<file path="src/rtl/btu_pkg.sv">
package btu_pkg;

    typedef enum logic [2:0] {
        ACT_BREAK  = 3'd0,
        ACT_EXT    = 3'd1,
        ACT_TON    = 3'd2,
        ACT_TOFF   = 3'd3,
        ACT_SAMPLE = 3'd4,
        ACT_ARM    = 3'd5,
        ACT_RSV6   = 3'd6,
        ACT_RSV7   = 3'd7
    } act_e;

    typedef enum logic {
        ARM_IDLE = 1'b0,
        ARM_SET  = 1'b1
    } arm_st_e;

    typedef enum logic {
        TR_STOP = 1'b0,
        TR_RUN  = 1'b1
    } tr_st_e;

    localparam int CTL_EN   = 0;
    localparam int CTL_BUS  = 1;
    localparam int CTL_FLD  = 2;
    localparam int CTL_RNG  = 3;
    localparam int CTL_NARM = 4;
    localparam int CTL_ACT  = 5;
    localparam int CTL_TGT  = 8;

endpackage

</file>
<file path="src/rtl/btu_cfg_regs.sv">
module btu_cfg_regs
    import btu_pkg::*;
#(
    parameter int NUM_TRIG = 4,
    parameter int W        = 16,
    localparam int IW      = $clog2(NUM_TRIG),
    localparam int CW      = CTL_TGT + IW
) (
    input  logic                         clk,
    input  logic                         rst,
    input  logic                         cfg_we,
    input  logic [IW-1:0]                cfg_idx,
    input  logic [CW-1:0]                cfg_ctrl,
    input  logic [W-1:0]                 cfg_value,
    output logic [NUM_TRIG-1:0]          en_q,
    output logic [NUM_TRIG-1:0]          bus_q,
    output logic [NUM_TRIG-1:0]          fld_q,
    output logic [NUM_TRIG-1:0]          rng_q,
    output logic [NUM_TRIG-1:0]          narm_q,
    output logic [NUM_TRIG-1:0][2:0]     act_q,
    output logic [NUM_TRIG-1:0][IW-1:0]  tgt_q,
    output logic [NUM_TRIG-1:0][W-1:0]   val_q
);

    for (genvar g = 0; g < NUM_TRIG; g++) begin : g_slot
        always_ff @(posedge clk) begin
            if (rst) begin
                en_q[g]   <= 1'b0;
                bus_q[g]  <= 1'b0;
                fld_q[g]  <= 1'b0;
                rng_q[g]  <= 1'b0;
                narm_q[g] <= 1'b0;
                act_q[g]  <= 3'd0;
                tgt_q[g]  <= '0;
                val_q[g]  <= '0;
            end else if (cfg_we && cfg_idx == IW'(g)) begin
                en_q[g]   <= cfg_ctrl[CTL_EN];
                bus_q[g]  <= cfg_ctrl[CTL_BUS];
                fld_q[g]  <= cfg_ctrl[CTL_FLD];
                rng_q[g]  <= cfg_ctrl[CTL_RNG];
                narm_q[g] <= cfg_ctrl[CTL_NARM];
                act_q[g]  <= cfg_ctrl[CTL_ACT +: 3];
                tgt_q[g]  <= cfg_ctrl[CTL_TGT +: IW];
                val_q[g]  <= cfg_value;
            end
        end
    end

endmodule

</file>
<file path="src/rtl/btu_cmp.sv">
module btu_cmp #(
    parameter int W      = 16,
    parameter bit HAS_HI = 1'b1,
    parameter bit IS_ODD = 1'b0
) (
    input  logic         en,
    input  logic         bus,
    input  logic         fld,
    input  logic         rng,
    input  logic         narm,
    input  logic         armed,
    input  logic         partner_rng,
    input  logic [W-1:0] lo_val,
    input  logic [W-1:0] hi_val,
    input  logic         ibus_valid,
    input  logic [W-1:0] ibus_addr,
    input  logic         dbus_valid,
    input  logic [W-1:0] dbus_addr,
    input  logic [W-1:0] dbus_data,
    output logic         hit
);

    logic [W-1:0] probe;
    logic         live;
    logic         cmp;
    logic         muted;

    always_comb begin
        if (bus) begin
            probe = fld ? dbus_data : dbus_addr;
            live  = dbus_valid;
        end else begin
            probe = ibus_addr;
            live  = ibus_valid;
        end

        if (HAS_HI && rng) begin
            cmp = (probe >= lo_val) && (probe <= hi_val);
        end else begin
            cmp = (probe == lo_val);
        end

        muted = IS_ODD && partner_rng;
        hit   = en && live && cmp && !muted && (!narm || armed);
    end

endmodule

</file>
<file path="src/rtl/btu_arm_fsm.sv">
module btu_arm_fsm
    import btu_pkg::*;
(
    input  logic clk,
    input  logic rst,
    input  logic arm_req,
    input  logic disarm,
    output logic armed
);

    arm_st_e st_q;
    arm_st_e st_nx;

    always_comb begin
        st_nx = st_q;
        unique case (st_q)
            ARM_IDLE: if (arm_req && !disarm) st_nx = ARM_SET;
            ARM_SET:  if (disarm)             st_nx = ARM_IDLE;
        endcase
    end

    always_ff @(posedge clk) begin
        if (rst) st_q <= ARM_IDLE;
        else     st_q <= st_nx;
    end

    always_comb armed = (st_q == ARM_SET);

endmodule

</file>
<file path="src/rtl/btu_act.sv">
module btu_act
    import btu_pkg::*;
#(
    parameter int NUM_TRIG = 4,
    localparam int IW      = $clog2(NUM_TRIG)
) (
    input  logic                         clk,
    input  logic                         rst,
    input  logic [NUM_TRIG-1:0]          hit,
    input  logic [NUM_TRIG-1:0]          bus,
    input  logic [NUM_TRIG-1:0][2:0]     act,
    input  logic [NUM_TRIG-1:0][IW-1:0]  tgt,
    output logic [NUM_TRIG-1:0]          arm_req,
    output logic                         halt_o,
    output logic                         ext_trig_o,
    output logic                         trace_on_o,
    output logic                         trace_off_o,
    output logic                         sample_o,
    output logic                         trace_run_o
);

    logic   want_halt, want_ext, want_on, want_off, want_smp;
    tr_st_e tr_q;
    tr_st_e tr_nx;

    always_comb begin
        want_halt = 1'b0;
        want_ext  = 1'b0;
        want_on   = 1'b0;
        want_off  = 1'b0;
        want_smp  = 1'b0;
        arm_req   = '0;
        for (int i = 0; i < NUM_TRIG; i++) begin
            if (hit[i]) begin
                case (act_e'(act[i]))
                    ACT_BREAK:  want_halt = 1'b1;
                    ACT_EXT:    want_ext  = 1'b1;
                    ACT_TON:    want_on   = 1'b1;
                    ACT_TOFF:   want_off  = 1'b1;
                    ACT_SAMPLE: if (bus[i]) want_smp = 1'b1;
                    ACT_ARM:    arm_req[tgt[i]] = 1'b1;
                    default:    ;
                endcase
            end
        end
    end

    always_comb begin
        tr_nx = tr_q;
        unique case (tr_q)
            TR_STOP: if (want_on && !want_off) tr_nx = TR_RUN;
            TR_RUN:  if (want_off)             tr_nx = TR_STOP;
        endcase
    end

    always_ff @(posedge clk) begin
        if (rst) tr_q <= TR_STOP;
        else     tr_q <= tr_nx;
    end

    always_ff @(posedge clk) begin
        if (rst) begin
            halt_o      <= 1'b0;
            ext_trig_o  <= 1'b0;
            trace_on_o  <= 1'b0;
            trace_off_o <= 1'b0;
            sample_o    <= 1'b0;
        end else begin
            halt_o      <= want_halt;
            ext_trig_o  <= want_ext;
            trace_on_o  <= want_on;
            trace_off_o <= want_off;
            sample_o    <= want_smp;
        end
    end

    always_comb trace_run_o = (tr_q == TR_RUN);

endmodule

</file>
<file path="src/rtl/bus_trig_unit.sv">
module bus_trig_unit
    import btu_pkg::*;
#(
    parameter int NUM_TRIG = 4,
    parameter int W        = 16,
    localparam int IW      = $clog2(NUM_TRIG),
    localparam int CW      = CTL_TGT + IW
) (
    input  logic          clk,
    input  logic          rst,
    input  logic          cfg_we,
    input  logic [IW-1:0] cfg_idx,
    input  logic [CW-1:0] cfg_ctrl,
    input  logic [W-1:0]  cfg_value,
    input  logic          cfg_disarm,
    input  logic          ibus_valid,
    input  logic [W-1:0]  ibus_addr,
    input  logic          dbus_valid,
    input  logic [W-1:0]  dbus_addr,
    input  logic [W-1:0]  dbus_data,
    output logic          halt_o,
    output logic          ext_trig_o,
    output logic          trace_on_o,
    output logic          trace_off_o,
    output logic          sample_o,
    output logic          trace_run_o
);

    logic [NUM_TRIG-1:0]         en_q, bus_q, fld_q, rng_q, narm_q;
    logic [NUM_TRIG-1:0][2:0]    act_q;
    logic [NUM_TRIG-1:0][IW-1:0] tgt_q;
    logic [NUM_TRIG-1:0][W-1:0]  val_q;
    logic [NUM_TRIG-1:0]         hit_vec;
    logic [NUM_TRIG-1:0]         arm_req_vec;
    logic [NUM_TRIG-1:0]         armed_vec;

    btu_cfg_regs #(.NUM_TRIG(NUM_TRIG), .W(W)) u_regs (
        .clk       (clk),
        .rst       (rst),
        .cfg_we    (cfg_we),
        .cfg_idx   (cfg_idx),
        .cfg_ctrl  (cfg_ctrl),
        .cfg_value (cfg_value),
        .en_q      (en_q),
        .bus_q     (bus_q),
        .fld_q     (fld_q),
        .rng_q     (rng_q),
        .narm_q    (narm_q),
        .act_q     (act_q),
        .tgt_q     (tgt_q),
        .val_q     (val_q)
    );

    for (genvar g = 0; g < NUM_TRIG; g++) begin : g_trig
        localparam bit ODD    = (g % 2) == 1;
        localparam bit HAS_HI = !ODD && (g + 1 < NUM_TRIG);
        logic [W-1:0] hi_w;
        logic         prng_w;

        if (HAS_HI) begin : g_hi
            assign hi_w   = val_q[g+1];
            assign prng_w = 1'b0;
        end else if (ODD) begin : g_odd
            assign hi_w   = val_q[g];
            assign prng_w = rng_q[g-1];
        end else begin : g_last
            assign hi_w   = val_q[g];
            assign prng_w = 1'b0;
        end

        btu_cmp #(.W(W), .HAS_HI(HAS_HI), .IS_ODD(ODD)) u_cmp (
            .en          (en_q[g]),
            .bus         (bus_q[g]),
            .fld         (fld_q[g]),
            .rng         (rng_q[g]),
            .narm        (narm_q[g]),
            .armed       (armed_vec[g]),
            .partner_rng (prng_w),
            .lo_val      (val_q[g]),
            .hi_val      (hi_w),
            .ibus_valid  (ibus_valid),
            .ibus_addr   (ibus_addr),
            .dbus_valid  (dbus_valid),
            .dbus_addr   (dbus_addr),
            .dbus_data   (dbus_data),
            .hit         (hit_vec[g])
        );

        btu_arm_fsm u_arm (
            .clk     (clk),
            .rst     (rst),
            .arm_req (arm_req_vec[g]),
            .disarm  (cfg_disarm),
            .armed   (armed_vec[g])
        );
    end

    btu_act #(.NUM_TRIG(NUM_TRIG)) u_act (
        .clk         (clk),
        .rst         (rst),
        .hit         (hit_vec),
        .bus         (bus_q),
        .act         (act_q),
        .tgt         (tgt_q),
        .arm_req     (arm_req_vec),
        .halt_o      (halt_o),
        .ext_trig_o  (ext_trig_o),
        .trace_on_o  (trace_on_o),
        .trace_off_o (trace_off_o),
        .sample_o    (sample_o),
        .trace_run_o (trace_run_o)
    );

endmodule

</file>
<file path="config.mk">
export PLATFORM = sky130hd
export DESIGN_NAME = bus_trig_unit
export DESIGN_NICKNAME = d
export VERILOG_FILES = /design/src/rtl/btu_pkg.sv /design/src/rtl/btu_cfg_regs.sv /design/src/rtl/btu_cmp.sv /design/src/rtl/btu_arm_fsm.sv /design/src/rtl/btu_act.sv /design/src/rtl/bus_trig_unit.sv
export SDC_FILE = /design/constraint.sdc
export NUM_CORES = 1
export LEC_CHECK = 0
export CORE_MARGIN = 2
export CORE_UTILIZATION = 40
export CTS_CLUSTER_DIAMETER = 40
export CTS_CLUSTER_SIZE = 16
export DETAILED_ROUTE_END_ITERATION = 16
export PLACE_DENSITY = 0.57
export SETUP_SLACK_MARGIN = 0.4
export SLEW_MARGIN = 40
export SYNTH_ARGS = -nofsm -noshare
export SYNTH_HDL_FRONTEND = slang
export SYNTH_SLANG_ARGS = --single-unit
</file>
<file path="constraint.sdc">
create_clock -name clk -period 5.05 [get_ports clk]
set_clock_uncertainty 0.2 [all_clocks]
set_input_delay 0.505 -clock clk [delete_from_list [all_inputs] [get_ports clk]]
set_output_delay 0.505 -clock clk [all_outputs]
set_load 0.05 [all_outputs]
</file>
Yosys cells after proc, flatten, opt, wreduce, memory -nomap -nowiden --
Index checks and enable logic that the tools add are counted.
Storage, ports and cells: register bits 112, output and inout bits 6, bits of input ports 82, logic and storage cells 219
Cells by class: reduce and logical (&&, ||, !) cells 46, muxes and demuxes 86, equality and inequality tests 27, $lt $le $gt $ge 12, bitwise gates (word level) 8
Operators with widths (number):
- two-way mux 16 bit | 8
- equality test 16 bit | 4
- two-way mux 1 bit | 61
- >= comparator 16 bit | 2
- <= comparator 16 bit | 2
- two-way mux 4 bit | 8
- logical AND 1 bit | 29
- equality test 3 x 2 -> 1 bit, second input constant | 8
- equality test 3 bit, second input constant | 8
- equality test 3 x 1 -> 1 bit, second input constant | 4
- zero test 3 bit | 4
- less-than comparator 2 x 3 -> 1 bit, second input constant | 4
- bitwise OR 4 bit | 3
- one-hot mux 1 bit (2 select lines) | 5
- demux 1 bit (select 2 bit) | 4
- >= comparator 2 x 1 -> 1 bit, second input constant | 4
- zero test 1 bit | 8
- inverter 1 bit | 5
- equality test 2 bit, second input constant | 2
- logical OR 1 bit | 4
- equality test 2 x 1 -> 1 bit, second input constant | 1
- zero test 2 bit | 1

Depth between registers and ports, before layout --
depth in word-level cells 20, depth in mapped cells 13, depth with buffers taken out 12

By module --
A second synthesis with hierarchy kept.
Unflattened totals: cells, all modules 947, area total of the unflattened synthesis 8430.6 sq um
By module, submodules not included:
- btu_cfg_regs | times used 1, seq. area each 2082.0 sq um, area an instance 4152.7 sq um, cells each 370
- btu_cmp (g_trig[0].u_cmp ...) | times used 2, seq. area each 0.0 sq um, area an instance 1188.6 sq um, cells each 167
- btu_cmp (g_trig[1].u_cmp ...) | times used 2, seq. area each 0.0 sq um, area an instance 611.8 sq um, cells each 79
- btu_act | times used 1, seq. area each 120.1 sq um, area an instance 538.0 sq um, cells each 72
- btu_arm_fsm | times used 4, seq. area each 20.0 sq um, area an instance 33.8 sq um, cells each 3
- bus_trig_unit | times used 1, seq. area each 0.0 sq um, area an instance 3.8 sq um, cells each 1

Least setup slack after synthesis --
No wires, ideal clock.
kind register to register, start point reg u_regs.fld_q[2], end point reg g_trig[0].u_arm.st_q, arrival time 3770 ps, setup time 59 ps, path slack 1021 ps, clock period less this slack 4029 ps, buffers on the path 2, required time 4791 ps, stages on the path, launching flop included 13, cells stage by stage dfxtp_1 > clkbuf_1 > clkbuf_1 > mux2i_1 > a21oi_1 > ha_1 > nand4_1 > or4_1 > or2_2 > o2bb2ai_1 > or4b_2 > nor3_1 > o31a_1
On the way: cells in the longest elaborated chain, start to end 14, elaborated cells on any way between the ends 16, classes of those cells 2 x order compare; 1 x eq/ne; 8 x mux; 1 x bitwise; 4 x reduce/logical
Ends and longest elaborated chain:
- from (decl) | RTL line btu_cfg_regs.sv:17 | output logic [NUM_TRIG-1:0] fld_q,
- from (signal, indexed assignment) | RTL line btu_cfg_regs.sv:39 | fld_q[g] <= cfg_ctrl[CTL_FLD];
- two-way mux 16 bit * | RTL line btu_cmp.sv:30 | probe = fld ? dbus_data : dbus_addr;
- two-way mux 16 bit * | RTL line btu_cmp.sv:29 | if (bus) begin
- >= comparator 16 bit / <= comparator 16 bit (equally long branches) | RTL line btu_cmp.sv:38 | cmp = (probe >= lo_val) && (probe <= hi_val);
- logical AND 1 bit | RTL line btu_cmp.sv:38
- two-way mux 1 bit * | RTL line btu_cmp.sv:37 | if (HAS_HI && rng) begin
- logical AND 1 bit * (2 in series) | RTL line btu_cmp.sv:44 | hit = en && live && cmp && !muted && (!narm || armed);
- two-way mux 4 bit * | RTL line btu_act.sv:34 | if (hit[i]) begin
- bitwise OR 4 bit (no line)
- two-way mux 4 bit | RTL line btu_act.sv:35 | case (act_e'(act[i]))
- two-way mux 4 bit * | RTL line btu_act.sv:34
- logical AND 1 bit * | RTL line btu_arm_fsm.sv:17 | ARM_IDLE: if (arm_req && !disarm) st_nx = ARM_SET;
- two-way mux 1 bit * | RTL line btu_arm_fsm.sv:17
- one-hot mux 1 bit (2 select lines) * | RTL line btu_arm_fsm.sv:16 | unique case (st_q)
- to (signal assigned) | RTL line btu_arm_fsm.sv:24 | else st_q <= st_nx;
- to (decl) | RTL line btu_arm_fsm.sv:11 | arm_st_e st_q;
Every way passes the cells marked *; elsewhere a longest branch is shown, timed or not. A chain may end at the register's enable or synchronous reset.

Worst setup path in the final report --
start point reg u_regs.fld_q[0], end point reg u_act.tr_q (netlist: u_act.trace_run_o)
On the way: cells in the longest elaborated chain, start to end 18, elaborated cells on any way between the ends 28, classes of those cells 2 x order compare; 1 x eq/ne; 20 x mux; 5 x reduce/logical
Ends and longest elaborated chain:
- two-way mux 16 bit * | RTL line btu_cmp.sv:30
- two-way mux 16 bit * | RTL line btu_cmp.sv:29
- >= comparator 16 bit / <= comparator 16 bit (equally long branches) | RTL line btu_cmp.sv:38
- logical AND 1 bit | RTL line btu_cmp.sv:38
- two-way mux 1 bit * | RTL line btu_cmp.sv:37
- logical AND 1 bit * (2 in series) | RTL line btu_cmp.sv:44
- two-way mux 1 bit | RTL line btu_act.sv:34
- two-way mux 1 bit | RTL line btu_act.sv:35
- two-way mux 1 bit | RTL line btu_act.sv:34
- two-way mux 1 bit | RTL line btu_act.sv:35
- two-way mux 1 bit | RTL line btu_act.sv:34
- two-way mux 1 bit | RTL line btu_act.sv:35
- two-way mux 1 bit | RTL line btu_act.sv:34
- zero test 1 bit | RTL line btu_act.sv:51 | TR_STOP: if (want_on && !want_off) tr_nx = TR_RUN;
- logical AND 1 bit | RTL line btu_act.sv:51
- two-way mux 1 bit | RTL line btu_act.sv:51
- one-hot mux 1 bit (2 select lines) * | RTL line btu_act.sv:50 | unique case (tr_q)
- to (signal assigned) | RTL line btu_act.sv:58 | else tr_q <= tr_nx;
- to (decl) | RTL line btu_act.sv:23 | tr_st_e tr_q;
Marked as above.

==> results.sh <==
export IMPL_outcome="completed"
export IMPL_clk_path_buf_depth=2
export IMPL_cts_num_sinks=112
export IMPL_vias=7559
export IMPL_reg2reg_from="u_regs.fld_q[0]"
export IMPL_synthDistinctLibCells=65
export IMPL_clk_latency_ps=370
export IMPL_synthCells=1041
export IMPL_ff2ff_setup_slack_ps=790
export IMPL_placed_cell_area_um2=8861
export IMPL_synth_seq_area_share_pct=28.97
export IMPL_cp_end_kind="flop"
export IMPL_seq_area_um2=2243
export IMPL_min_from="u_regs.val_q[13]"
export IMPL_cts_setup_buffers=0
export IMPL_fmax_ghz=0.2347
export IMPL_postRouteWirelength_mm=29.50
export IMPL_cts_made_buffers=9
export IMPL_worst_slack_ps=788.9
export IMPL_combPwrFrac_pct=21.4
export IMPL_path_clk_slew_ps=90
export IMPL_final_area_um2=9159
export IMPL_path_max_fanout=10
export IMPL_cts_hold_buffers=0
export IMPL_swShare_pct=32.24
export IMPL_cellPowerDensity_nw_per_um2=234.3
export IMPL_die_h_um=143.1
export IMPL_drt_pre_antenna_iters=7
export IMPL_cts_root_buffer="clkbuf_16"
export IMPL_die_x_um=143.1
export IMPL_avgViaCountPerCell=5.526
export IMPL_gp_congestion=0.9867
export IMPL_maxCapViolCount=0
export IMPL_clock_power_share_pct=34.6
export IMPL_hold_viol_final=0
export IMPL_antenna_found_initial=0
export IMPL_total_leakage_power_nw=3.102
export IMPL_area_delta_synth_final_pct=18.35
export IMPL_cp_required_ps=5150
export IMPL_synth_seq_cells=112
export IMPL_numPortBuffers=87
export IMPL_grt_remaining_overflow=0
export IMPL_start_kind="flop"
export IMPL_drive_above_1_share_pct=4.422
export IMPL_p_switching_mw=0.6917
export IMPL_ys_warn_count=0
export IMPL_internal_power_mw=1.454
export IMPL_syn_avg_cell_area_um2=7.434
export IMPL_wl_per_cell_um=21.56
export IMPL_ctsResizeCount=0
export IMPL_diodes=0
export IMPL_dp_hpwl_mm=22.87
export IMPL_synth_edf_count=0
export IMPL_grt_pass1_vias=7167
export IMPL_nFillCells=1911
export IMPL_htreeDepth=3
export IMPL_cts_tree="yes"
export IMPL_core_um2=18830
export IMPL_drc=0
export IMPL_netlist_area_um2=7739
export IMPL_multi_input_area_um2=4980
export IMPL_setup_violations=0
export IMPL_crit_start="u_regs.fld_q[0]"
export IMPL_synth_ff_type="dfxtp_1"
export IMPL_fin_crit_ps=4261
export IMPL_slew_headroom_pct=45.62
export IMPL_worstSetupPathType="flop to flop"
export IMPL_synth_area_leader_cell="dfxtp_1"
export IMPL_worst_pin_slew_ps=814.5
export IMPL_drtIter0Drc=475
export IMPL_tns_ps=0
export IMPL_start_util_pct=41.10
export IMPL_slew_viol_final=0
export IMPL_track_usage_pct=28.96
export IMPL_dieArea_um2=20470
export IMPL_grt_pass1_wl_mm=43.91
export IMPL_ir_worst_vdd_v=0.0001572
export IMPL_synth_nets=1187
export IMPL_hold_path_class="flop to flop"
export IMPL_synth_area_leaders="dfxtp_1, nand2_1, a21oi_1, ha_1, mux2i_1"
export IMPL_ios=88
export IMPL_rsz0062_at_grt="no"
export IMPL_final_period_utilization_pct=84.38
export IMPL_async_reset_ff_share_pct=0
export IMPL_fin_nets=1249
export IMPL_critPathArrivalTime_ps=4360
export IMPL_synth_top_area_share_pct=28.97
export IMPL_postRouteAntennaNets=0
export IMPL_rows=50
export IMPL_grt_max_degree=64
export IMPL_pre_cts_slack_ps=669.9
export IMPL_seqPwrFrac_pct=44.0
[worst paths after layout]
path,endpoint,depth (start not counted)
setup / recovery,u_act.trace_run_o,13
hold / removal,u_regs.val_q[13],2
setup reg to reg,u_act.trace_run_o,13
hold reg to reg,u_regs.val_q[13],2
[power by group through the flow]
| stage | Clock, mW | Combinational, mW | Sequential [mW] |
|---|---|---|---|
| 6_report | 0.743 | 0.459 | 0.943 |
| 5_1_grt | 0.793 | 0.501 | 0.947 |
| 4_1_cts | 0.759 | 0.453 | 0.943 |
| 3_5_place_dp | 0 | 0.450 | 0.964 |
| 3_3_place_gp | 0 | 0.452 | 0.964 |
| 2_1_floorplan | 0 | 0.259 | 0.945 |
[worst max-delay path, stage by stage (launching register included)]
cell	delay (ps)
dfxtp_1	810
buf_12	240
mux2i_1	310
a21oi_1	160
ha_1	320
nand4_1	130
nor4_1	440
buf_4	190
nand2_1	60
a21o_1	190
a21oi_1	340
or4bb_1	440
o211a_1	160
a211oi_2	200
[metal layers]
metal  GRT usage (%)  routed length, µm  vias to the layer above
met1           39.49              13360                     3498
met2           46.46              13280                      278
met4           9.745                863                        0
met5               0                  0                        -
met3           4.661               1990                       41
li1                -                  -                     3742
[state kept, by name, summed over array words and instances (netlist names)]
signal              count
u_act.trace_run_o       1
u_act.halt_o            1
u_regs.rng_q            2
u_act.trace_off_o       1
u_act.trace_on_o        1
u_regs.val_q           64
u_regs.narm_q           4
u_act.sample_o          1
g_trig.u_arm.armed      4
u_regs.act_q           12
u_act.ext_trig_o        1
u_regs.fld_q            4
u_regs.tgt_q            8
u_regs.bus_q            4
u_regs.en_q             4
[synthesized netlist by cell type (all sizes together), types with 3 or more instances]
| master | instances |
|---|---|
| nand2 | 227 |
| a21oi | 167 |
| dfxtp | 112 |
| inv | 77 |
| ha | 64 |
| mux2i | 64 |
| nor2 | 55 |
| clkbuf | 51 |
| xnor2 | 35 |
| nand4 | 17 |
| nand3 | 13 |
| nor3 | 12 |
| o21ai | 12 |
| a21o | 8 |
| nor4 | 8 |
| a211oi | 7 |
| and3 | 6 |
| nor2b | 6 |
| or3 | 6 |
| xor2 | 6 |
| nand3b | 5 |
| o2111ai | 5 |
| a2111oi | 4 |
| a221oi | 4 |
| a31oi | 4 |
| buf | 4 |
| nand2b | 4 |
| nor4b | 4 |
| o31a | 4 |
| and4 | 3 |
| nor3b | 3 |
| o211ai | 3 |
| o22ai | 3 |
| or2 | 3 |
[cells in the final DEF, fill, tap and decap left out, drive strengths merged, types with 6 or more instances in the layout]
cell type,count
a211oi,7
a21o,8
a21oi,167
and3,6
buf,20
clkbuf,9
clkdlybuf4s50,86
dfxtp,112
ha,64
inv,81
mux2i,64
nand2,227
nand3,13
nand4,17
nor2,55
nor2b,6
nor3,12
nor4,8
o21ai,12
or3,6
xnor2,35
xor2,6
[metrics by stage]
| step | hold WS [ps] | std cells | utilization (%) | power (mW) |
|---|---|---|---|---|
| after global routing | 273.6 | 1368 | 48.64 | 2.241 |
| final | 255.8 | 1368 | 48.64 | 2.146 |
| after CTS | 255.9 | 1368 | 48.64 | 2.155 |
| after global placement | 242.8 | 1352 | 47.05 | 1.415 |
| after floorplan | 231.5 | 1041 | - | 1.205 |
| after detailed placement | 242.4 | 1352 | 47.06 | 1.414 |
[kinds of logic (layout without fill, tap and decap cells)]
| logic type | count (synthesis) | in the layout | synth area share [%] |
|---|---|---|---|
| mux | 64 | 64 | 8.278 |
| buf+inv | 132 | 199 | 6.774 |
| compound gates | 245 | 245 | 18.74 |
| simple gates | 383 | 383 | 22.25 |
| xor+xnor | 41 | 41 | 4.640 |
| flops | 112 | 112 | 28.97 |
| fa+ha+maj | 64 | 64 | 10.35 |
[cell type report]
| class | instances | area share [%] |
|---|---|---|
| sequential | 112 | 24.49 |
| multi-input combinational | 797 | 54.37 |
| clock inverter | 7 | 0.7924 |
| timing repair buffer | 106 | 11.17 |
| inverter | 77 | 3.156 |
| clock buffer | 9 | 2.459 |
| tap | 260 | 3.552 |
No activity file was read; power rests on OpenSTA's default activity.
